**config.mk**
```make
export PLATFORM = sky130hd
export DESIGN_NAME = uart_fifo_thresh
export DESIGN_NICKNAME = d
export VERILOG_FILES = /design/src/rtl/uart_fifo_thresh.sv
export SDC_FILE = /design/constraint.sdc
export NUM_CORES = 1
export LEC_CHECK = 0
export ABC_AREA = 1
export BUFFER_PORTS_ARGS = -buffer_cell sky130_fd_sc_hd__buf_4
export CAP_MARGIN = 0
export CORE_ASPECT_RATIO = 1.75
export CORE_MARGIN = 3
export CORE_UTILIZATION = 42
export DETAILED_ROUTE_END_ITERATION = 8
export PLACE_DENSITY = 0.77
export SLEW_MARGIN = 20
export SYNTH_ARGS = -nofsm -noshare
export SYNTH_HDL_FRONTEND = slang
export SYNTH_SLANG_ARGS = --single-unit
```
**constraint.sdc**
```tcl
create_clock -name clk -period 1.5 [get_ports clk]
set_clock_uncertainty 0.15 [all_clocks]
set_input_delay 0.225 -clock clk [delete_from_list [all_inputs] [get_ports clk]]
set_output_delay 0.225 -clock clk [all_outputs]
set_load 0.005 [all_outputs]
```
**src/rtl/uart_fifo_thresh.sv**
```systemverilog
module uart_fifo_thresh #(
  parameter int DEPTH = 64,
  parameter int STEP  = 4,
  localparam int CW   = $clog2(DEPTH + 1)
) (
  input  logic          clk,
  input  logic          rst_n,
  input  logic [1:0]    thr_wr,
  input  logic [7:0]    thr_wdata,
  input  logic [1:0]    efr_enh,
  input  logic [1:0]    mcr_thr_en,
  input  logic [3:0]    fcr_rx_sel,
  input  logic [3:0]    fcr_tx_sel,
  input  logic [2*CW-1:0] rx_fill,
  input  logic [2*CW-1:0] tx_fill,
  input  logic [1:0]    cs_n,
  input  logic [2:0]    rd_addr,
  input  logic [1:0]    mcr_rdy_en,
  input  logic [1:0]    loopback,
  input  logic [7:0]    ord_a,
  input  logic [7:0]    ord_b,
  output logic [1:0]    rx_rdy,
  output logic [1:0]    tx_rdy,
  output logic [7:0]    rd_data
);

  function automatic logic [CW-1:0] rx_coarse(input logic [1:0] code);
    case (code)
      2'd0:    return CW'(8);
      2'd1:    return CW'(16);
      2'd2:    return CW'(56);
      default: return CW'(60);
    endcase
  endfunction

  function automatic logic [CW-1:0] tx_coarse(input logic [1:0] code);
    case (code)
      2'd0:    return CW'(8);
      2'd1:    return CW'(16);
      2'd2:    return CW'(32);
      default: return CW'(56);
    endcase
  endfunction

  logic [15:0] thr_q;

  for (genvar c = 0; c < 2; c++) begin : g_ch
    logic [3:0]    rx_nib, tx_nib;
    logic [CW-1:0] rx_lvl, tx_lvl, rx_cnt, tx_free;

    assign rx_nib  = thr_q[c*8+4 +: 4];
    assign tx_nib  = thr_q[c*8   +: 4];
    assign rx_lvl  = (rx_nib != 4'd0) ? CW'(STEP) * CW'(rx_nib) : rx_coarse(fcr_rx_sel[c*2 +: 2]);
    assign tx_lvl  = (tx_nib != 4'd0) ? CW'(STEP) * CW'(tx_nib) : tx_coarse(fcr_tx_sel[c*2 +: 2]);
    assign rx_cnt  = rx_fill[c*CW +: CW];
    assign tx_free = CW'(DEPTH) - tx_fill[c*CW +: CW];

    always_ff @(posedge clk or negedge rst_n) begin
      if (!rst_n) begin
        thr_q[c*8 +: 8] <= 8'h00;
        rx_rdy[c]       <= 1'b0;
        tx_rdy[c]       <= 1'b0;
      end else begin
        if (thr_wr[c] && efr_enh[c] && mcr_thr_en[c])
          thr_q[c*8 +: 8] <= thr_wdata;
        rx_rdy[c] <= rx_cnt >= rx_lvl;
        tx_rdy[c] <= tx_free >= tx_lvl;
      end
    end
  end

  logic       any_sel, sel_b, show_sts;
  logic [7:0] status;

  assign any_sel  = ~&cs_n;
  assign sel_b    = cs_n[0];
  assign show_sts = any_sel && rd_addr == 3'b111 && mcr_rdy_en[sel_b] && !loopback[sel_b];
  assign status   = {2'b00, rx_rdy, 2'b00, tx_rdy};
  assign rd_data  = !any_sel ? 8'h00 : show_sts ? status : (sel_b ? ord_b : ord_a);

endmodule

```
==> impl_results.md, run 1 <==
- Outcome: finished with violations
- Failing checks: negative setup slack
- Reg clk slew, reported paths: 0.07 ns
- Largest net degree at the start of global routing: 21
- Critical path class: reg2reg
- Crit path from: g_ch[0].rx_nib[0]
- Final worst slack: -0.251 ns
- Max_cap viols: 0
- Pleak: around 0.0017 µW
- PwrDens: 685 mW/mm²
- Total grt overflow: 0
- Number of remaining DRC errors: 0
- Register area share after synthesis: 27.5%
- Least-Margin Pin Slew: 0.462 ns
- Tcrit/Tclk final: 117%
- Synth Warn #: 0
- Maximum fanout along the worst path: 3
- Layout net count: 493
- Top cells by area, synth: dfrtp_1, ha_1, nand2_1, inv_1, o21ai_0
- Vias in the first global route: 2,030
- Initial Utilization: 43.8%
- Final core occ: 70.4%
- Max-slew headroom: about 69%
- Die W: between 50 and 60 µm
- Max Buffers Root-to-Sink: 2
- Inserted Clock Buffers: 3
- Largest vdd supply drop: 0.871 mV
- Final number of setup-violating endpoints: 4
- Synth unique cells: 26
- CP startpoint kind: register
- Depth of the CTS H-tree: 1
- Layout cells sized above 1: 38.3%
- Wire length per cell: 11.1 µm
- Mapped cell area: 0.00182 mm²
- Gr usage total: 18.7%
- Top cell type's share of synthesized area: 27.5%
- Placed Area: 0.00270 mm²
- Num ports: 89
- GPL Wtd Cong: 0.833
- DP Wirelength: 3.95 mm
- CTS tree: done
- Final instance area: 0.00292 mm²
- Crit. End Element: register
- Synth Instances: 275
- Worst-Skew Late Latency: ~0.26 ns
- First-pass GRT wire length: 7.92 mm
- Die ar.: 0.00518 mm²
- Worst r2r src: g_ch[0].rx_nib[0]
- # rows: 31
- Initial DRC Count: 95
- Achievable Freq: 571 MHz
- Initial antenna violation count: 0
- Syn nets: 374
- DR pass1 iterations: 4
- RSZ-0062 raised after global routing: true
- Post-Place Worst Slack: -0.317 ns
- Core area: 0.00415 mm²
- Layout area overhead: 60.9%
- Layout fillers: 364
- CP Data Arrival Time: around 1.7 ns
- Final hold violations: 0
- Port Buffer Count: 88
- Post-detailed-route count of antenna-violating nets: 0
- Diodes inserted: 0
- Vias: 2,094
- Final slew viol count: 0
- Syn_area_per_cell: 6.61 µm²
- Hold WC Path Type: in2reg
- Sinks on Clock Net: 20
- DR vias/cell: 4.75
- Cell accounting for the most synthesized area: dfrtp_1
- PnR Total Power: 2000 µW
- Worst Path Required: between 1 and 1.5 ns
- Final min period: approximately 1.8 ns
- Die Y: 93.0 µm
- Clk root buf: clkbuf_8
- Final WL: 4.91 mm
- Synthesized flop and latch total: 20
- Min-delay src: rx_fill[13]
state kept, by name, indices dropped and copies added (netlist names):
register,cells
rx_rdy,2
g_ch.tx_nib,8
g_ch.rx_nib,8
tx_rdy,2
power by group:
group | leakage, µW | switching (µW) | internal, µW
Combinational | 0.00141 | 456 | 519
Sequential | 0.000241 | 48.3 | 626
Clock | 0.0000216 | 172 | 179
path summary, 6_finish.rpt:
kind | endpoint | slack, ns | cells past startpoint
min reg2reg | g_ch[1].tx_nib[3] | 0.34 | 2
max reg2reg | rx_rdy[0] | -0.25 | 9
min in group asynchronous | g_ch[1].rx_nib[1] | 0.24 | 2
max | rx_rdy[0] | -0.25 | 9
max in group asynchronous | g_ch[0].tx_nib[1] | 0.75 | 2
min | rx_rdy[1] | 0.07 | 3
cells by family (layout without fill, tap and decap cells):
logic type / after synthesis / after routing / synth area share (%)
adder cells (fa/ha/maj): 22 / 22 / 15.2
flip-flops: 20 / 20 / 27.5
AO/OA/AOI/OAI: 46 / 46 / 14.0
buffers and inverters: 62 / 179 / 13.1
XOR/XNOR: 6 / 6 / 2.89
AND/OR/NAND/NOR: 119 / 119 / 27.3
placed cells by master, fill, tap and decap left out, types with 2 or more instances in the layout:
| master | instances |
|---|---|
| buf_4 | 115 |
| nand2_1 | 64 |
| inv_1 | 55 |
| nor2_1 | 26 |
| o21ai_0 | 23 |
| ha_1 | 21 |
| dfrtp_1 | 20 |
| nand3_1 | 8 |
| o21ai_2 | 6 |
| a21oi_1 | 6 |
| nor2_2 | 5 |
| nor2_4 | 5 |
| o21ai_1 | 3 |
| nand3_2 | 3 |
| xor2_1 | 3 |
| xnor2_1 | 3 |
| clkbuf_8 | 3 |
| o21bai_1 | 2 |
| o31ai_1 | 2 |
| a31oi_1 | 2 |
| inv_2 | 2 |
| nand2_4 | 2 |
| nand4_1 | 2 |
| o2111ai_2 | 2 |
cells in the mapped netlist (all sizes together):
| cell | number |
|---|---|
| nand4 | 2 |
| inv | 57 |
| ha | 22 |
| dfrtp | 20 |
| nor2 | 36 |
| o2111ai | 2 |
| o21bai | 2 |
| a21oi | 6 |
| nand2 | 67 |
| o21ai | 32 |
| a31oi | 2 |
| o31ai | 2 |
| xnor2 | 3 |
| or2 | 1 |
| and2 | 1 |
| clkbuf | 4 |
| xor2 | 3 |
| clkinv | 1 |
| nand3 | 12 |
critical path, cell delays in order, from the launching register on:
cell	delay (ns)
dfrtp_1	0.38
nor2_1	0.12
nand3_1	0.12
inv_1	0.09
a21oi_1	0.07
ha_1	0.33
nand2_1	0.07
inv_1	0.04
o21ai_2	0.11
o2111ai_2	0.13
stage by stage:
stage / hold WS, ns / TNS (ns) / std cells
after floorplan: -0.221 / -0.166 / 275
after global placement: -0.0336 / -0.755 / 431
after detailed placement: -0.0332 / -1.08 / 431
after CTS: 0.0632 / -0.697 / 436
after global routing: 0.0827 / -1.28 / 441
final: 0.0741 / -0.728 / 441
layout make-up:
class | instances | area (µm²) | share of cell area [%]
well taps | 49 | 61.3 | 2.10
repair buffers | 118 | 900 | 30.8
inverters | 58 | 225 | 7.71
flip-flops and latches | 20 | 500 | 17.1
clock buffers | 3 | 41.3 | 1.41
multi-input cells | 193 | 1190 | 40.9
layer usage:
layer  routed length [µm]  GRT usage (%)  up-vias
met5                    0              0        -
met4                  101           3.04        0
met3                  326           4.14        9
met2                 2830           39.4       70
met1                 1650           17.9      919
li1                     -              -     1096
what timing repair did:
action	4_1_cts	5_1_grt
setup endpoints to repair	8	12
hold endpoints to repair	20	0
gates cloned	0	0
hold buffers	1	0
gates resized for setup	11	24
pin swaps	5	13
buffers inserted	1	6
Power figures use the tool's default switching activity.
==> inputs of run 2 (changes only) <==
--- a/config.mk
+++ b/config.mk
@@ -10,9 +10,9 @@
 export CAP_MARGIN = 0
 export CORE_ASPECT_RATIO = 1.75
 export CORE_MARGIN = 3
-export CORE_UTILIZATION = 42
+export CORE_UTILIZATION = 40
 export DETAILED_ROUTE_END_ITERATION = 8
-export PLACE_DENSITY = 0.77
+export PLACE_DENSITY = 0.74
 export SLEW_MARGIN = 20
 export SYNTH_ARGS = -nofsm -noshare
 export SYNTH_HDL_FRONTEND = slang
==> impl_results.md, run 2 (synthesis results as in run 1) <==
- PnR Total Power: 2210 µW
- # rows: 31
- Wire length per cell: 11.1 µm
- Min-delay src: rx_fill[13]
- Critical-path top delay cell: dfrtp_1
- Failing checks: negative setup slack
- Final number of setup-violating endpoints: 4
- Critical path, cell by cell: nor2_2 > nand3_2 > o21ai_2 > inv_2 > ha_4 > inv_2 > nor2_4 > nand3_2 > o2111ai_2
- Maximum fanout along the worst path: 3
- Final worst slack: -0.270 ns
- Setup_tns: -0.684 ns
- Total grt overflow: 0
- Max-slew headroom: about two thirds
- Least-Margin Pin Slew: 0.483 ns
- DR pass1 iterations: 4
- Final min period: 1.77 ns
- Worst Path Required: 1.52 ns
- Crit. End Element: register
- Worst-Skew Late Latency: around 0.26 ns
- Hold EP: rx_rdy[1]
- Worst r2r src: g_ch[0].rx_nib[2]
- Number of remaining DRC errors: 0
- DR vias/cell: ~4.7
- Reg2Reg Depth: 9
- Commonest non-fill, non-tap cell in the layout: buf_4
- Tcrit/Tclk final: 118%
- Vias: 2,090
- Reg2reg end: rx_rdy[0]
- Crit path largest cell delay: 0.39 ns
- Inserted Clock Buffers: 3
- Largest vdd supply drop: 0.787 mV
- Num ports: 89
- Final slew viol count: 0
- Vias in the first global route: 2,058
- Pleak: 0.00168 µW
- Final hold violations: 0
- GPL Wtd Cong: 0.791
- Initial antenna violation count: 0
- RSZ-0062 raised after global routing: true
- Core area: 0.00427 mm²
- Buf+Inv Stages, Crit Path: 2
- Register-to-register setup slack: -0.27 ns
- Hold path depth: 3
- DP Wirelength: 3.93 mm
- Die Y: 95.2 µm
- Inst Count DP: around 430
- Layout area overhead: 63.1%
- Final WL: 4.91 mm
- Final core occ: 69.4%
- Most frequent cells in the layout: buf_4, nand2_1, inv_1, nor2_1, o21ai_0
- Max Buffers Root-to-Sink: 2
- First-pass GRT wire length: 7.87 mm
- Sinks on Clock Net: 20
- Critical path class: reg2reg
- Clk root buf: clkbuf_8
- Reg clk slew, reported paths: 0.08 ns
- CP Data Arrival Time: 1.79 ns
- Max_cap viols: 0
- PwrDens: 747 mW/mm²
- Largest net degree at the start of global routing: 21
- Hold WC Path Type: in2reg
- Outcome: finished with violations
- Layout cells sized above 1: 38.8%
- Post-detailed-route count of antenna-violating nets: 0
- Layout net count: 494
- Die W: between 50 and 60 µm
- Post-Place Worst Slack: -0.305 ns
- CP startpoint kind: register
- Initial Utilization: a little over two fifths
- Gr usage total: 17.8%
- Achievable Freq: 565 MHz
- Depth of the CTS H-tree: 1
- CP top delay family: simple AND/OR/NAND/NOR gates
- Non-Filler Instances: 443
- Initial DRC Count: 44
- Port Buffer Count: 88
- Diodes inserted: 0
- Die ar.: 0.00542 mm²
- CTS tree: done
-- run 2: power by group --
group	internal [µW]	switching [µW]	leakage (µW)	total [µW]
Combinational	533	471	0.00140	1000
Sequential	626	46.9	0.000241	672
Clock	356	179	0.0000357	535
Total	1510	697	0.00168	2210
-- run 2: through the flow --
step                      cell area [µm²]  hold WS, ns
final                                2960       0.0919
after global routing                 2960        0.106
after CTS                            2840       0.0754
after detailed placement             2710      -0.0327
after global placement               2710      -0.0363
after floorplan                      1820       -0.221
-- run 2: area by class of cell --
class,count,area [µm²]
clock buffer,3,41.3
clock inverter,1,30.0
fill,356,1300
inverter,58,223
multi-input combinational,193,1200
sequential,20,500
tap,49,61.3
timing repair buffer,119,907
-- run 2: tightest hold or removal path: cells and delay by family --
family                 cells  cell delay, ns
AO/OA/AOI/OAI              1            0.08
AND/OR/NAND/NOR            1            0.05
buffers and inverters      1            0.11
-- run 2: what timing repair did --
action | 4_1_cts | 5_1_grt
gates resized for setup | 13 | 20
buffers inserted | 0 | 7
pin swaps | 2 | 17
hold buffers | 1 | 0
hold endpoints to repair | 20 | 0
setup endpoints to repair | 5 | 12
-- run 2: worst max path at each step --
stage                            from   endpoint  slack (ns)  cells after the start
detailed placement  g_ch[0].rx_nib[0]  rx_rdy[0]       -0.31                      9
CTS                 g_ch[0].rx_nib[0]  rx_rdy[0]       -0.33                      9
global placement    g_ch[1].rx_nib[0]  rx_rdy[1]       -0.25                      9
global route        g_ch[1].rx_nib[0]  rx_rdy[1]       -0.38                      9
floorplan           g_ch[0].rx_nib[0]  rx_rdy[0]       -0.08                      9
finish              g_ch[0].rx_nib[2]  rx_rdy[0]       -0.27                      9
-- run 2: metal layers --
layer  GRT usage, %  part of all wire (%)  up-vias  wire (µm)
met4           5.22                   1.4        0         68
met5              0                     0        -          0
met1           15.7                    34      924       1670
met3           3.66                   6.1        6        299
met2           38.2                    58       63       2870
li1               -                     -     1097          -
==> inputs of run 3 (changes only) <==
--- a/config.mk
+++ b/config.mk
@@ -5,14 +5,13 @@
 export SDC_FILE = /design/constraint.sdc
 export NUM_CORES = 1
 export LEC_CHECK = 0
-export ABC_AREA = 1
 export BUFFER_PORTS_ARGS = -buffer_cell sky130_fd_sc_hd__buf_4
 export CAP_MARGIN = 0
 export CORE_ASPECT_RATIO = 1.75
-export CORE_MARGIN = 3
+export CORE_MARGIN = 2
 export CORE_UTILIZATION = 40
 export DETAILED_ROUTE_END_ITERATION = 8
-export PLACE_DENSITY = 0.74
+export PLACE_DENSITY = 0.75
 export SLEW_MARGIN = 20
 export SYNTH_ARGS = -nofsm -noshare
 export SYNTH_HDL_FRONTEND = slang
==> impl_results.md, run 3 <==
- Top cells by area, synth: dfrtp_1, ha_1, mux2_2, nor2_1, inv_1
- Worst-Skew Late Latency: 0.25 ns
- Initial antenna violation count: 0
- Layout fillers: approximately 350
- Top cell type's share of synthesized area: 29.3%
- Gr usage total: a little under a fifth
- Layout net count: roughly 400
- Port Buffer Count: 88
- Final hold violations: 0
- Diodes inserted: 0
- Largest family of logic cells by synthesized area: simple AND/OR/NAND/NOR gates
- DR pass1 iterations: 4
- Crit path from: g_ch[0].tx_nib[2]
- Asr flop ratio synth: 100%
- RSZ-0062 raised after global routing: true
- Least-Margin Pin Slew: roughly 0.38 ns
- Cell accounting for the most synthesized area: dfrtp_1
- Register area share after synthesis: 29.3%
- CTS tree: done
- Synth Area in Compound Gates: between 10 and 15%
- Die ar.: around 0.0048 mm²
- Reg2reg end: tx_rdy[0]
- Most frequent cells in the layout: buf_4, ha_1, nor2_1, dfrtp_1, mux2_2
- Sinks on Clock Net: 20
- GPL Wtd Cong: 0.768
- Depth of the CTS H-tree: 1
- Mapped cell area: 0.00171 mm²
- Register-to-register setup slack: -0.64 ns
- Layout cells sized above 1: 54.6%
- Final min period: 2.14 ns
- Synth Warn #: 0
- Largest vdd supply drop: 0.767 mV
- Max_cap viols: 0
- Setup_tns: -2.21 ns
- Total grt overflow: 0
- Reg2Reg Depth: 7
- Synth Instances: 182
- Adder-cell share of the synthesized area: 16.1%
- CP startpoint kind: register
- Post-synthesis mux area share: 11.1%
- Syn nets: 281
- FF+latch area: 500 µm²
- Hold WC Path Type: in2reg
- Tcrit/Tclk final: 143%
- Wire length per cell: 12.6 µm
- Max-slew headroom: 74.7%
- Failing checks: negative setup slack
- Hold EP: g_ch[1].rx_nib[2]
- Most common flop cell mapped by yosys: dfrtp_1
- Num ports: 89
- Final worst slack: -0.643 ns
- Hold path depth: 2
- Post-Synth Simple-Gate Area: 22.5%
- Final number of setup-violating endpoints: 9
- Vias in the first global route: 1,776
- Max Buffers Root-to-Sink: 2
- Core area: 0.00411 mm²
- Synthesized flop and latch total: 20
- Maximum fanout along the worst path: 2
- Die W: 53.4 µm
- Outcome: finished with violations
- Pleak: 0.00142 µW
- Min-delay src: thr_wdata[6]
- DR vias/cell: 5.11
- Crit. End Element: register
- CP Data Arrival Time: 2.13 ns
- Achievable Freq: 467 MHz
- Critical path, cell by cell: nor4b_2 > nor2_1 > ha_1 > nor2b_1 > a311o_1 > a21o_1 > a211o_2
- Clk root buf: clkbuf_8
- Critical path class: reg2reg
- DP Wirelength: 3.72 mm
- First-pass GRT wire length: 6.98 mm
- WHS: 0.0591 ns
- PwrDens: ~740 mW/mm²
- Reg clk slew, reported paths: 0.07 ns
- Synth unique cells: 34
- Most common cell in the netlist: ha_1
- Largest net degree at the start of global routing: 21
- Die Y: roughly 90 µm
- Crit path largest cell delay: 0.39 ns
- Critical-path top delay cell: dfrtp_1
- Synth cell count leaders: ha_1, nor2_1, dfrtp_1
- Final slew viol count: 0
- Initial DRC Count: 29
- # rows: 31
- Syn_area_per_cell: roughly 9.4 µm²
- Multi-input logic area: 0.00124 mm²
- Vias: 1,793
- Inserted Clock Buffers: 3
- EDFF count, synth: 0
- Commonest non-fill, non-tap cell in the layout: buf_4
- Post-detailed-route count of antenna-violating nets: 0
- Number of remaining DRC errors: 0
- Worst Path Required: 1.49 ns
- Layout area overhead: 66.2%
- Final WL: 4.41 mm
- Initial Utilization: 41.5%
- Worst r2r src: g_ch[0].tx_nib[2]
- XOR/XNOR Fraction of Synth Area: ~4.1%
-- run 3: cells by family (layout without fill, tap and decap cells) --
family | after synthesis | in the layout
compound gates | 29 | 29
xor+xnor | 8 | 8
fa+ha+maj | 22 | 22
buf+inv | 20 | 140
flops | 20 | 20
mux | 17 | 17
simple gates | 66 | 66
-- run 3: stage by stage --
stage | total power, µW | utilization, % | setup WS, ns | std cells | cell area [µm²]
floorplan | 1160 | - | -0.578 | 182 | 1740
global placement | 1600 | 64.8 | -0.730 | 344 | 2660
detailed placement | 1640 | 64.8 | -0.761 | 344 | 2660
CTS | 2070 | 67.9 | -0.606 | 350 | 2790
global route | 2250 | 69.0 | -0.760 | 351 | 2840
finish | 2100 | 69.0 | -0.643 | 351 | 2840
-- run 3: layout make-up --
cell class | count | share of cell area, %
Clock buffer | 4 | 1.94
Inverter | 17 | 2.34
Multi-Input combinational cell | 142 | 43.8
Sequential cell | 20 | 17.6
Tap cell | 49 | 2.16
Timing Repair Buffer | 119 | 32.1
-- run 3: critical path, delay by kind of cell (launching register included) --
kind	cells	cell delay, ns
simple gates	3	0.47
fa+ha+maj	1	0.30
compound gates	3	0.72
flops	1	0.39
-- run 3: worst max path at each step --
| stage | endpoint | slack [ns] | cells past startpoint |
|---|---|---|---|
| global route | tx_rdy[1] | -0.76 | 7 |
| detailed placement | tx_rdy[0] | -0.76 | 10 |
| CTS | tx_rdy[0] | -0.61 | 7 |
| global placement | tx_rdy[1] | -0.73 | 10 |
| floorplan | tx_rdy[0] | -0.58 | 7 |
| finish | tx_rdy[0] | -0.64 | 7 |
-- run 3: metal layers --
layer	share of wire (%)	global-route usage [%]
met4	0.66	3.21
met1	33	17.6
met3	8.1	3.64
met5	0	0
met2	59	37.4
-- run 3: repair_timing --
item                                    CTS  global route
resized for setup                        13             9
hold buffers                              1             0
buffers inserted                          2             1
hold endpoints to repair                 20             0
endpoints found under the setup margin   12            12
pin swaps                                17             5
-- run 3: power breakdown --
group	switching, µW	internal, µW
clock network	170	233
logic	385	582
registers	88.3	642
